==> src/rtl/manch_link_pkg.sv <==
package manch_link_pkg;
   typedef enum logic {
      RATE_DIV_LO = 1'b0,
      RATE_DIV_HI = 1'b1
   } rate_e;
endpackage

==> src/rtl/manch_clkgen.sv <==
module manch_clkgen
   import manch_link_pkg::*;
#(
   parameter int FAST_LOG2 = 4,
   parameter int SLOW_LOG2 = 5,
   parameter int SYS_LOG2  = 2
) (
   input  logic                 clk,
   input  logic                 rst_n,
   input  logic                 rate_sel,
   output logic [SLOW_LOG2-1:0] phase_o,
   output logic [SLOW_LOG2-1:0] half_o,
   output logic [SLOW_LOG2-1:0] q3_o,
   output logic                 sys_clk,
   output logic                 tx_bit_clk
);
   localparam int CW = SLOW_LOG2;
   localparam logic [CW-1:0] ONE       = CW'(1);
   localparam logic [CW-1:0] FAST_MASK = CW'((1 << FAST_LOG2) - 1);
   localparam logic [CW-1:0] HALF_F    = CW'(1 << (FAST_LOG2 - 1));
   localparam logic [CW-1:0] HALF_S    = CW'(1 << (SLOW_LOG2 - 1));
   localparam logic [CW-1:0] Q3_F      = CW'(3 << (FAST_LOG2 - 2));
   localparam logic [CW-1:0] Q3_S      = CW'(3 << (SLOW_LOG2 - 2));

   generate
      if (FAST_LOG2 < 3) begin : g_bad_fast
         initial $fatal(1, "manch_clkgen: FAST_LOG2 must be at least 3");
      end
      if (SLOW_LOG2 <= FAST_LOG2) begin : g_bad_slow
         initial $fatal(1, "manch_clkgen: SLOW_LOG2 must exceed FAST_LOG2");
      end
      if (SYS_LOG2 < 1 || SYS_LOG2 > FAST_LOG2) begin : g_bad_sys
         initial $fatal(1, "manch_clkgen: SYS_LOG2 out of range");
      end
   endgenerate

   logic [CW-1:0] cnt;
   rate_e         rate;

   assign rate = rate_e'(rate_sel);

   always_ff @(posedge clk or negedge rst_n) begin
      if (!rst_n) cnt <= '0;
      else        cnt <= cnt + ONE;
   end

   assign phase_o    = (rate == RATE_DIV_HI) ? cnt : (cnt & FAST_MASK);
   assign half_o     = (rate == RATE_DIV_HI) ? HALF_S : HALF_F;
   assign q3_o       = (rate == RATE_DIV_HI) ? Q3_S : Q3_F;
   assign sys_clk    = cnt[SYS_LOG2-1];
   assign tx_bit_clk = (phase_o < half_o);

   // after any change the system clock holds for one more cycle
   p_sys_half_r1: assert property (@(posedge clk) disable iff (!rst_n)
      (sys_clk != $past(sys_clk)) |=> $stable(sys_clk));
endmodule

==> src/rtl/manch_tx.sv <==
module manch_tx #(
   parameter int PW = 5
) (
   input  logic          clk,
   input  logic          rst_n,
   input  logic [PW-1:0] phase,
   input  logic [PW-1:0] half,
   input  logic [PW-1:0] q3,
   input  logic          tx_data,
   input  logic          rts_n,
   input  logic          line_in,
   output logic          line_out,
   output logic          collision
);
   logic tx_on;
   logic bit_r;

   always_ff @(posedge clk or negedge rst_n) begin
      if (!rst_n) begin
         tx_on    <= 1'b0;
         bit_r    <= 1'b0;
         line_out <= 1'b1;
      end else if (phase == '0) begin
         tx_on    <= !rts_n;
         bit_r    <= tx_data;
         line_out <= rts_n | tx_data;
      end else if (rts_n) begin
         tx_on    <= 1'b0;
         line_out <= 1'b1;
      end else if (tx_on) begin
         line_out <= (phase < half) ? bit_r : !bit_r;
      end else begin
         line_out <= 1'b1;
      end
   end

   // comparator: second half should carry the inverse of the sent bit
   always_ff @(posedge clk or negedge rst_n) begin
      if (!rst_n)                                      collision <= 1'b0;
      else if (rts_n)                                  collision <= 1'b0;
      else if (tx_on && phase == q3 && line_in == bit_r) collision <= 1'b1;
   end

   // released request-to-send leaves the line high
   p_idle_high_r4: assert property (@(posedge clk) disable iff (!rst_n)
      $past(rts_n) |-> line_out);
   // every transmitted cell toggles the line at mid-cell
   p_mid_flip_r3: assert property (@(posedge clk) disable iff (!rst_n)
      (tx_on && !rts_n && phase == half) |=> (line_out != $past(line_out)));
   // flag holds while request-to-send stays low
   p_sticky_r9: assert property (@(posedge clk) disable iff (!rst_n)
      (collision && !rts_n) |=> collision);
   // flag clears once request-to-send is released
   p_clear_r9: assert property (@(posedge clk) disable iff (!rst_n)
      rts_n |=> !collision);
endmodule

==> src/rtl/manch_rx.sv <==
module manch_rx #(
   parameter int PW   = 5,
   parameter int SYNC = 2
) (
   input  logic          clk,
   input  logic          rst_n,
   input  logic [PW-1:0] half,
   input  logic [PW-1:0] q3,
   input  logic          line_in,
   output logic          rx_data,
   output logic          rx_clk
);
   localparam int GW = PW + 2;
   localparam logic [GW-1:0] ONE = GW'(1);

   logic          s;
   logic          lvl;
   logic [GW-1:0] gap;
   logic          edge_seen;
   logic          accept;

   generate
      if (SYNC < 1) begin : g_bad_sync
         initial $fatal(1, "manch_rx: SYNC must be at least 1");
      end else if (SYNC == 1) begin : g_sync1
         logic sreg;
         always_ff @(posedge clk or negedge rst_n) begin
            if (!rst_n) sreg <= 1'b1;
            else        sreg <= line_in;
         end
         assign s = sreg;
      end else begin : g_syncn
         logic [SYNC-1:0] sr;
         always_ff @(posedge clk or negedge rst_n) begin
            if (!rst_n) sr <= '1;
            else        sr <= {sr[SYNC-2:0], line_in};
         end
         assign s = sr[SYNC-1];
      end
   endgenerate

   assign edge_seen = s ^ lvl;
   assign accept    = edge_seen && (gap >= {2'b00, q3});

   always_ff @(posedge clk or negedge rst_n) begin
      if (!rst_n) begin
         lvl     <= 1'b1;
         gap     <= '1;
         rx_data <= 1'b1;
         rx_clk  <= 1'b1;
      end else begin
         lvl <= s;
         if (accept) begin
            gap     <= '0;
            rx_data <= lvl;
            rx_clk  <= 1'b0;
         end else begin
            if (gap != '1) gap <= gap + ONE;
            if (gap == {2'b00, half} - ONE) rx_clk <= 1'b1;
         end
      end
   end

   // a blanked transition leaves the recovered data alone
   p_ignore_r6: assert property (@(posedge clk) disable iff (!rst_n)
      (edge_seen && gap < {2'b00, q3}) |=> $stable(rx_data));
   // data moves only while the receive clock is low
   p_fall_on_update_r7: assert property (@(posedge clk) disable iff (!rst_n)
      (rx_data != $past(rx_data)) |-> !rx_clk);
endmodule

==> src/rtl/manch_link_xcvr.sv <==
module manch_link_xcvr #(
   parameter int FAST_LOG2   = 4,
   parameter int SLOW_LOG2   = 5,
   parameter int SYS_LOG2    = 2,
   parameter int SYNC_STAGES = 2
) (
   input  logic clk,
   input  logic rst_n,
   input  logic rate_sel,
   input  logic tx_data,
   input  logic rts_n,
   input  logic line_in,
   output logic sys_clk,
   output logic tx_bit_clk,
   output logic line_out,
   output logic rx_data,
   output logic rx_clk,
   output logic collision
);
   localparam int PW = SLOW_LOG2;

   logic [PW-1:0] phase;
   logic [PW-1:0] half;
   logic [PW-1:0] q3;

   manch_clkgen #(
      .FAST_LOG2(FAST_LOG2),
      .SLOW_LOG2(SLOW_LOG2),
      .SYS_LOG2 (SYS_LOG2)
   ) clkgen_i (
      .clk       (clk),
      .rst_n     (rst_n),
      .rate_sel  (rate_sel),
      .phase_o   (phase),
      .half_o    (half),
      .q3_o      (q3),
      .sys_clk   (sys_clk),
      .tx_bit_clk(tx_bit_clk)
   );

   manch_tx #(.PW(PW)) tx_i (
      .clk      (clk),
      .rst_n    (rst_n),
      .phase    (phase),
      .half     (half),
      .q3       (q3),
      .tx_data  (tx_data),
      .rts_n    (rts_n),
      .line_in  (line_in),
      .line_out (line_out),
      .collision(collision)
   );

   manch_rx #(.PW(PW), .SYNC(SYNC_STAGES)) rx_i (
      .clk    (clk),
      .rst_n  (rst_n),
      .half   (half),
      .q3     (q3),
      .line_in(line_in),
      .rx_data(rx_data),
      .rx_clk (rx_clk)
   );
endmodule

==> config.mk <==
export PLATFORM = sky130hd
export DESIGN_NAME = manch_link_xcvr
export DESIGN_NICKNAME = d
export VERILOG_FILES = /design/src/rtl/manch_link_pkg.sv /design/src/rtl/manch_clkgen.sv /design/src/rtl/manch_tx.sv /design/src/rtl/manch_rx.sv /design/src/rtl/manch_link_xcvr.sv
export SDC_FILE = /design/constraint.sdc
export NUM_CORES = 1
export LEC_CHECK = 0
export BUFFER_PORTS_ARGS = -buffer_cell sky130_fd_sc_hd__buf_2
export CAP_MARGIN = 20
export CELL_PAD_IN_SITES_DETAIL_PLACEMENT = 1
export CELL_PAD_IN_SITES_GLOBAL_PLACEMENT = 1
export CORE_MARGIN = 3
export CORE_UTILIZATION = 44
export DETAILED_ROUTE_END_ITERATION = 7
export PLACE_DENSITY_LB_ADDON = 0.12
export SKIP_LAST_GASP = 1
export SYNTH_ARGS = -nofsm -noshare
export SYNTH_HDL_FRONTEND = slang
export SYNTH_SLANG_ARGS = --single-unit
==> constraint.sdc <==
create_clock -name clk -period 1.8 [get_ports clk]
set_input_delay 0.27 -clock clk [delete_from_list [all_inputs] [get_ports clk]]
set_output_delay 0.27 -clock clk [all_outputs]
set_load 0.03 [all_outputs]
# Word-level counts from Yosys, hierarchy flattened
# Cells that the tools add are included.
[op_classes] add_sub_neg=3 bitwise_logic=2 muxes=15 eq_ne=4 n_lt_le_gt_ge=2 n_reduce_logical=10
[op_table] op="$mux W5" n=3
[op_table] op="$mux W7" n=2
[op_table] op="$mux W1" n=10
[op_table] op="$reduce_bool A2 Y1" n=4
[op_table] op="$add A7 B1 Y7 const B" n=1
[op_table] op="$eq A7 B7 Y1" n=1
[op_table] op="$ge A7 B5 Y1" n=1
[op_table] op="$ne A7 B7 Y1 const B" n=1
[op_table] op="$sub A5 B1 Y6 const B" n=1
[op_table] op="$add A5 B1 Y5 const B" n=1
[op_table] op="$eq A5 B5 Y1" n=1
[op_table] op="$logic_not A5 Y1" n=1
[op_table] op="$lt A5 B5 Y1" n=1
[op_table] op="$logic_and A1 B1 Y1" n=3
[op_table] op="$logic_not A1 Y1" n=2
[op_table] op="$eq A1 B1 Y1" n=1
[op_table] op="$or A1 B1 Y1" n=1
[op_table] op="$xor A1 B1 Y1" n=1
[word_totals] ff_bits=21 output_inout_bits=6

# Longest topological paths before layout
# Gate-level depths: netlist of run 1.
[depth] depth_word=6 depth_mapped=7

# Hierarchy
# From an unflattened synthesis of run 1, not the netlist that was laid out.
[hier_totals] hier_cells=154 hier_area_um2=1462.7
[modules_own_cells] mod="manch_rx" area_per_inst_um2=799.5 seq_area_each_um2=315.3 n_inst=1 cells_per_inst=84
[modules_own_cells] mod="manch_tx" area_per_inst_um2=365.4 seq_area_each_um2=101.3 n_inst=1 cells_per_inst=40
[modules_own_cells] mod="manch_clkgen" area_per_inst_um2=297.8 seq_area_each_um2=125.1 n_inst=1 cells_per_inst=30

# Worst setup path after synthesis of run 1
# No wires, ideal clock.
[synth_path] path_type="flip-flop to flip-flop" from="register rx_i.gap[2]" to="register rx_i.gap[2]" path_stages_with_launch=8 path_slack_ps=229 t_arrival_ps=1495 setup_time_ps=75 path_buffers=1 required_ps=1725 path_cell_list="dfstp_2 > inv_1 > ha_1 > a21boi_0 > o21ai_1 > and2_1 > buf_6 > nor3_2"
[synth_via] elab_chain_len=3 word_cells_on_any_way=7
[synth_rtl] element="from (decl)" line_no="manch_rx.sv:18" text="logic [GW-1:0] gap;"
[synth_rtl] element="from (signal assigned)" line_no="manch_rx.sv:58" text="if (gap != '1) gap <= gap + ONE;"
[synth_rtl] element="$add A7 B1 Y7 or $ge A7 B5 Y1 (tied branches)" line_no="manch_rx.sv:58, manch_rx.sv:43"
[synth_rtl] element="$mux W7 or $logic_and A1 B1 Y1 (tied branches)" line_no="manch_rx.sv:58, manch_rx.sv:43"
[synth_rtl] element="$mux W7 or $reduce_bool A2 Y1 (tied branches)"
# Parallel ways exist; a longest one is shown, timed or not. The select of a mux whose other input is x is not followed.
# A chain may end at the register's enable or synchronous reset.

# Worst setup path in the final report of run 1
# Same ends and word-level chain as after synthesis.

==> results.py, run 1 <==
metrics = {
    "timing": {
        "setup-violations-final": 0,
        "final_min_period_over_clock_period": 0.9171,
        "tightest_slew_ps": 456.5,
        "final.hold.worst_slack_ps": 76.32,
        "clock.fmax_mhz": 605.8,
        "sum_of_negative_setup_slack_ps": 0,
        "timing.slew.headroom": 0.6956,
        "finalWorstSetupSlack_ps": 149.2,
        "grt_setup_unrepaired": "false",
        "min_period_ps": 1651,
        "report.final.hold_viol_count": 0,
        "clock_tree_skew_after_final_layout_ps": 2.940,
        "report.final.slew_viol_count": 0,
    },
    "final_layout": {
        "mostFrequentLayoutCells": "sky130_fd_sc_hd__dfstp_2 (13), sky130_fd_sc_hd__nor2_1 (11), sky130_fd_sc_hd__buf_2 (11)",
        "layout-area-overhead-vs-synth_pct": 10.08,
        "layout.core_utilization": 0.5458,
        "nFillCells": 246,
        "number_of_flip_flops_under_the_largest_register_name": 7,
        "regMostFlops": "rx_i.gap",
        "nNetsFinal": 122,
        "layout-drive-gt1-share": 0.3119,
        "largest_registers": "rx_i.gap: 7 flops, clkgen_i.cnt: 5 flops, rx_i.g_syncn.sr: 2 flops",
        "stdcell_count": 136,
        "antennaDiodeCount": 0,
        "layout_commonest_cell": "sky130_fd_sc_hd__dfstp_2",
        "design_area_mm2": 0.001147,
    },
    "synthesis": {
        "syn-cell-area_mm2": 0.001042,
        "synth_sequential_area_ratio": 0.5198,
        "number_of_synthesized_register_bits": 21,
        "mappedNetlistNets": 107,
        "syn_area_per_cell_um2": 10.97,
        "yosysUniqueCellTypes": 29,
        "synthCells": 95,
        "warnings_from_yosys": 0,
    },
    "power": {
        "netSwitchingPower_mw": 0.5513,
        "static-leakage-power_nw": 0.5125,
        "p_sw_frac": 0.3743,
        "cell_internal_pwr_mw": 0.9214,
        "power_density_mw_per_mm2": 1284,
        "vdd_drop_max_mv": 0.8957,
        "share_comb_of_total_power": 0.333,
        "power.sequential.fraction": 0.517,
        "clkPwrFrac": 0.150,
        "power.total_mw": 1.473,
    },
    "clock_tree": {
        "cts.clk_slew.worst_paths_ps": 110,
        "clkLatencyLatePin_ps": 300,
        "cts_sink_count": 21,
        "cts_buffers": 3,
        "clock_tree_from_tritoncts": "built",
        "max-clock-path-buffers": 2,
        "cts.htree.levels": 1,
        "cts_root_buffer": "sky130_fd_sc_hd__clkbuf_4",
    },
    "critical_path": {
        "worst_path_max_delay_cell": "sky130_fd_sc_hd__dfstp_2",
        "endpoint_kind": "flip-flop",
        "cp_data_required_time_ps": 2040,
        "critical_path.startpoint_type": "flip-flop",
        "critical_path.cell_chain": "inv_1 -> ha_1 -> a21boi_0 -> o21ai_1 -> and2_4 -> nor3_2",
        "path_max_fanout": 8,
        "worst_path_max_stage_delay_ps": 590,
        "critical_path.n_buffers_inverters": 1,
        "worstPathArrival_ps": 1890,
        "critPathKind": "reg -> reg",
        "cell_family_with_the_largest_share_of_critical_path_delay": "flip-flops",
    },
    "status": {
        "run_status": "completed",
    },
    "global_route": {
        "grt_max_degree": 22,
        "grt_pass1_wl_um": 3450,
        "grt_antenna_before_repair": 0,
        "grt.total_usage": 0.1678,
        "vias_in_the_first_global_route": 732,
        "grt_remaining_overflow": 0,
    },
    "floorplanning": {
        "initial_utilization": 0.4958,
        "row_count": 16,
        "dieWidth_um": 54.67,
        "dieHeight_um": 54.67,
        "io_pins": 12,
        "fp.dieArea_mm2": 0.002989,
        "design.core.area_mm2": 0.002102,
    },
    "drt": {
        "detailedRoute.firstIterationViolations": 5,
        "wire_per_inst_um": 15.32,
        "num_vias": 707,
        "post_drt_via_cell_ratio": 5.199,
        "antenna_violating_nets_post_route": 0,
        "drtPass1Iterations": 4,
        "post_detailed_route_drc_marker_count": 0,
        "detail_route.wirelength_um": 2083,
    },
    "placed_design": {
        "dpl_worst_slack_ps": 48.19,
        "placement.io_buffers": 11,
        "gp_routability_congestion": 0.8067,
        "place_hpwl_um": 1649,
        "placed_insts": 131,
        "detailed_place.area_mm2": 0.001109,
    },
    "hold_path": {
        "worstHoldPathType": "in -> reg",
    },
    "job": {
        "max_cap_violations": 0,
    },
}
-- worst reg2reg max path: stages, from the launching register on --
cell and delay (ps):
sky130_fd_sc_hd__dfstp_2 590, sky130_fd_sc_hd__inv_1 50, sky130_fd_sc_hd__ha_1 270, sky130_fd_sc_hd__a21boi_0 180, sky130_fd_sc_hd__o21ai_1 120, sky130_fd_sc_hd__and2_4 200
sky130_fd_sc_hd__nor3_2 180
-- cell families (layout without fill, tap and decap cells) --
family | Yosys count | after routing | share of synthesized area
muxes | 5 | 5 | 0.04922
and+or+nand+nor | 32 | 32 | 0.1609
DFF | 21 | 21 | 0.5198
xor gates and xnor gates | 9 | 9 | 0.07563
buffers and inverters | 10 | 24 | 0.05042
adders and majority gates | 6 | 6 | 0.07203
AOI/OAI and AO/OA | 12 | 12 | 0.07204
-- metal layers --
layer / global-route usage / routed length [um] / up-vias
li1: - / - / 344
met3: 0.04905 / 62 / 2
met5: 0 / 0 / -
met2: 0.2717 / 1045 / 9
met1: 0.2143 / 964 / 352
met4: 0.04979 / 10 / 0
-- power groups by stage --
stage	sequential, mW	combinational (mW)	clock, mW
2_1_floorplan	0.763	0.366	0
3_3_place_gp	0.760	0.439	0
3_5_place_dp	0.769	0.482	0
4_1_cts	0.761	0.488	0.235
5_1_grt	0.782	0.552	0.259
6_report	0.761	0.491	0.221
-- final timing paths --
kind | cells past startpoint | slack, ps | start | end
max | 6 | 150 | rx_i.gap[2] | rx_i.gap[2]
min in group asynchronous | 2 | 430 | rst_n | tx_i.tx_on
max in group asynchronous | 2 | 1020 | rst_n | rx_i.gap[1]
max reg2reg | 6 | 150 | rx_i.gap[2] | rx_i.gap[2]
min | 1 | 80 | line_in | rx_i.g_syncn.sr[0]
min reg2reg | 0 | 370 | rx_i.g_syncn.sr[0] | rx_i.g_syncn.sr[1]
-- cells in the mapped netlist, drive strengths merged --
cell | count | area [um^2]
buf | 2 | 22.52
nor2 | 12 | 47.55
nor4 | 1 | 6.260
nand2 | 5 | 18.77
o21ai | 4 | 23.77
inv | 8 | 30.03
a2bb2oi | 1 | 8.760
a21boi | 1 | 7.510
dfstp | 13 | 341.6
mux2 | 1 | 11.26
nor3 | 2 | 15.01
ha | 6 | 75.07
and2 | 1 | 6.260
and3 | 2 | 12.51
mux2i | 4 | 40.04
nand2b | 1 | 6.260
xor2 | 3 | 26.28
a21oi | 5 | 28.78
xnor2 | 6 | 52.55
nand3 | 6 | 42.54
a31oi | 1 | 6.260
dfrtp | 8 | 200.2
or3 | 2 | 12.51
-- cell type report --
type	count	area, um^2	area share
inverter	8	30.03	0.02617
tap	27	33.78	0.02944
clock buffer	4	26.28	0.02290
sequential	21	541.8	0.4722
timing repair buffer	12	65.06	0.05671
multi-input combinational	64	450.4	0.3926
-- what timing repair did --
item                                    CTS  global route
hold buffers                              1             0
endpoints found under the hold margin     8             0
buffers inserted                          0             0
gates resized for setup                   0             2
endpoints found under the setup margin    0             8
Power figures use the tool's default switching activity.
==> run 2: changes to the inputs <==
--- a/config.mk
+++ b/config.mk
@@ -5,7 +5,7 @@
 export SDC_FILE = /design/constraint.sdc
 export NUM_CORES = 1
 export LEC_CHECK = 0
-export BUFFER_PORTS_ARGS = -buffer_cell sky130_fd_sc_hd__buf_2
+export BUFFER_PORTS_ARGS = -buffer_cell sky130_fd_sc_hd__buf_4
 export CAP_MARGIN = 20
 export CELL_PAD_IN_SITES_DETAIL_PLACEMENT = 1
 export CELL_PAD_IN_SITES_GLOBAL_PLACEMENT = 1
==> run 2 against run 1 <==
Against the previous run:
- clock skew rose by 0.87 ps
- combinational power barely moved
- first-iteration DRC count fell by 60%
- maximum frequency rose by 0.34%
- global-route usage rose by 0.91 points
- power rose by 0.30%
- final area rose by 2.4%
- non-clock buffer count did not move
- largest power group unchanged
==> results.py, run 2 (same netlist as run 1, synthesis figures left out) <==
metrics = {
    "final_layout": {
        "layout-area-overhead-vs-synth_pct": 12.73,
        "antennaDiodeCount": 0,
        "nNetsFinal": 122,
        "mostFrequentLayoutCells": "sky130_fd_sc_hd__dfstp_2 (13), sky130_fd_sc_hd__nor2_1 (11), sky130_fd_sc_hd__buf_4 (11)",
        "layout_commonest_cell": "sky130_fd_sc_hd__dfstp_2",
        "layout-drive-gt1-share": 0.3119,
        "stdcell_count": 136,
        "regMostFlops": "rx_i.gap",
        "largest_registers": "rx_i.gap: 7 flops, clkgen_i.cnt: 5 flops, rx_i.g_syncn.sr: 2 flops",
        "number_of_flip_flops_under_the_largest_register_name": 7,
        "layout.core_utilization": 0.5589,
    },
    "drt": {
        "detailedRoute.firstIterationViolations": 2,
        "antenna_violating_nets_post_route": 0,
        "detail_route.wirelength_um": 2148,
        "drtPass1Iterations": 3,
        "post_drt_via_cell_ratio": 5.272,
        "wire_per_inst_um": 15.79,
        "num_vias": 717,
        "routed_length_on_met3_um": 62,
        "maxUsedRoutingLayer": "met4",
        "met2RoutedLength_um": 1158,
        "post_detailed_route_drc_marker_count": 0,
        "wirelength_met1_um": 914,
    },
    "power": {
        "clkPwrFrac": 0.153,
        "power.sequential.fraction": 0.513,
        "share_comb_of_total_power": 0.334,
        "vdd_drop_max_mv": 0.8150,
        "cell_internal_pwr_mw": 0.9311,
        "static-leakage-power_nw": 0.5195,
        "p_sw_frac": 0.3696,
        "power.total_mw": 1.477,
        "power_density_mw_per_mm2": 1257,
        "netSwitchingPower_mw": 0.5459,
    },
    "placed_design": {
        "gp_routability_congestion": 0.7619,
        "placement.io_buffers": 11,
        "placed_insts": 131,
        "place_hpwl_um": 1713,
    },
    "timing": {
        "final_min_period_over_clock_period": 0.9140,
        "setup-violations-final": 0,
        "clock.fmax_mhz": 607.8,
        "report.final.slew_viol_count": 0,
        "report.final.hold_viol_count": 0,
        "timing.slew.headroom": 0.7971,
        "tightest_slew_ps": 295.8,
        "grt_setup_unrepaired": "false",
        "clock_tree_skew_after_final_layout_ps": 3.814,
        "min_period_ps": 1645,
        "sum_of_negative_setup_slack_ps": 0,
    },
    "clock_tree": {
        "cts_root_buffer": "sky130_fd_sc_hd__clkbuf_4",
        "clkLatencyLatePin_ps": 300,
        "cts.htree.levels": 1,
        "cts.clk_slew.worst_paths_ps": 110,
        "clock_tree_from_tritoncts": "built",
        "cts_buffers": 3,
        "cts_sink_count": 21,
        "max-clock-path-buffers": 2,
    },
    "global_route": {
        "grt_pass1_wl_um": 3657,
        "vias_in_the_first_global_route": 796,
        "grt_antenna_before_repair": 0,
        "grt.total_usage": 0.1769,
        "grt_remaining_overflow": 0,
        "grt_max_degree": 22,
    },
    "critical_path": {
        "reg2reg_slack_ps": 150,
        "worst_path_max_stage_delay_ps": 590,
        "worst_path_max_delay_cell": "sky130_fd_sc_hd__dfstp_2",
        "endpoint_kind": "flip-flop",
        "critical_path.cell_chain": "inv_1 -> ha_1 -> a21boi_0 -> o21ai_1 -> a21oi_1 -> a2bb2oi_1",
        "cell_family_with_the_largest_share_of_critical_path_delay": "compound AO/OA/AOI/OAI gates",
        "critPathKind": "reg -> reg",
        "critical_path.startpoint_type": "flip-flop",
        "cp_data_required_time_ps": 2030,
        "critical_path.n_buffers_inverters": 1,
        "worstPathArrival_ps": 1880,
        "path_max_fanout": 6,
    },
    "status": {
        "run_status": "completed",
    },
    "floorplanning": {
        "dieWidth_um": 54.67,
        "row_count": 16,
        "design.core.area_mm2": 0.002102,
        "io_pins": 12,
        "fp.dieArea_mm2": 0.002989,
        "initial_utilization": 0.4958,
        "dieHeight_um": 54.67,
    },
    "job": {
        "max_cap_violations": 0,
    },
    "hold_path": {
        "worstHoldPathType": "in -> reg",
    },
}
run 2: cell counts in the layout (fill, tap and decap cells not counted):
Identical to the previous run, type by type.
run 2: worst paths after layout:
check                              startpoint                  to  depth (start not counted)
max in group asynchronous               rst_n         rx_i.gap[0]                          2
min                                   line_in  rx_i.g_syncn.sr[0]                          1
max reg2reg                       rx_i.gap[2]        rx_i.rx_data                          6
min in group asynchronous               rst_n      tx_i.collision                          2
min reg2reg                rx_i.g_syncn.sr[0]  rx_i.g_syncn.sr[1]                          0
max                               rx_i.gap[2]        rx_i.rx_data                          6
run 2: through the flow:
stage                     setup WS (ps)  hold WS, ps  cell area, um^2
after detailed placement          60.68        170.8             1136
final                             154.8        75.93             1175
after global routing              58.49        48.82             1175
after global placement            124.8        168.3             1136
after CTS                         44.61        69.10             1172
after floorplan                   229.3       -25.59             1042
run 2: power by group through the flow:
stage          Sequential [mW]  Clock [mW]  Combinational, mW
4_1_cts                  0.763       0.236              0.498
2_1_floorplan            0.763           0              0.366
6_report                 0.758       0.225              0.494
3_3_place_gp             0.758           0              0.455
3_5_place_dp             0.772           0              0.494
5_1_grt                  0.779       0.265              0.566
run 2: what timing repair did:
item	4_1_cts	5_1_grt
endpoints found under the setup margin	0	8
hold buffers	1	0
endpoints found under the hold margin	8	0
resized for setup	0	2
setup buffers	0	0
run 2: area by class of cell:
type	instances	area (um^2)
repair buffers	12	92.59
inverters	8	30.03
flip-flops and latches	21	541.8
multi-input cells	64	450.4
fillers	234	927.1
well taps	27	33.78
clock buffers	4	26.28
run 2: layer usage:
layer | track usage | up-vias
met4 | 0.02905 | 0
met5 | 0 | -
met1 | 0.1973 | 364
li1 | - | 344
met2 | 0.3248 | 7
met3 | 0.05995 | 2
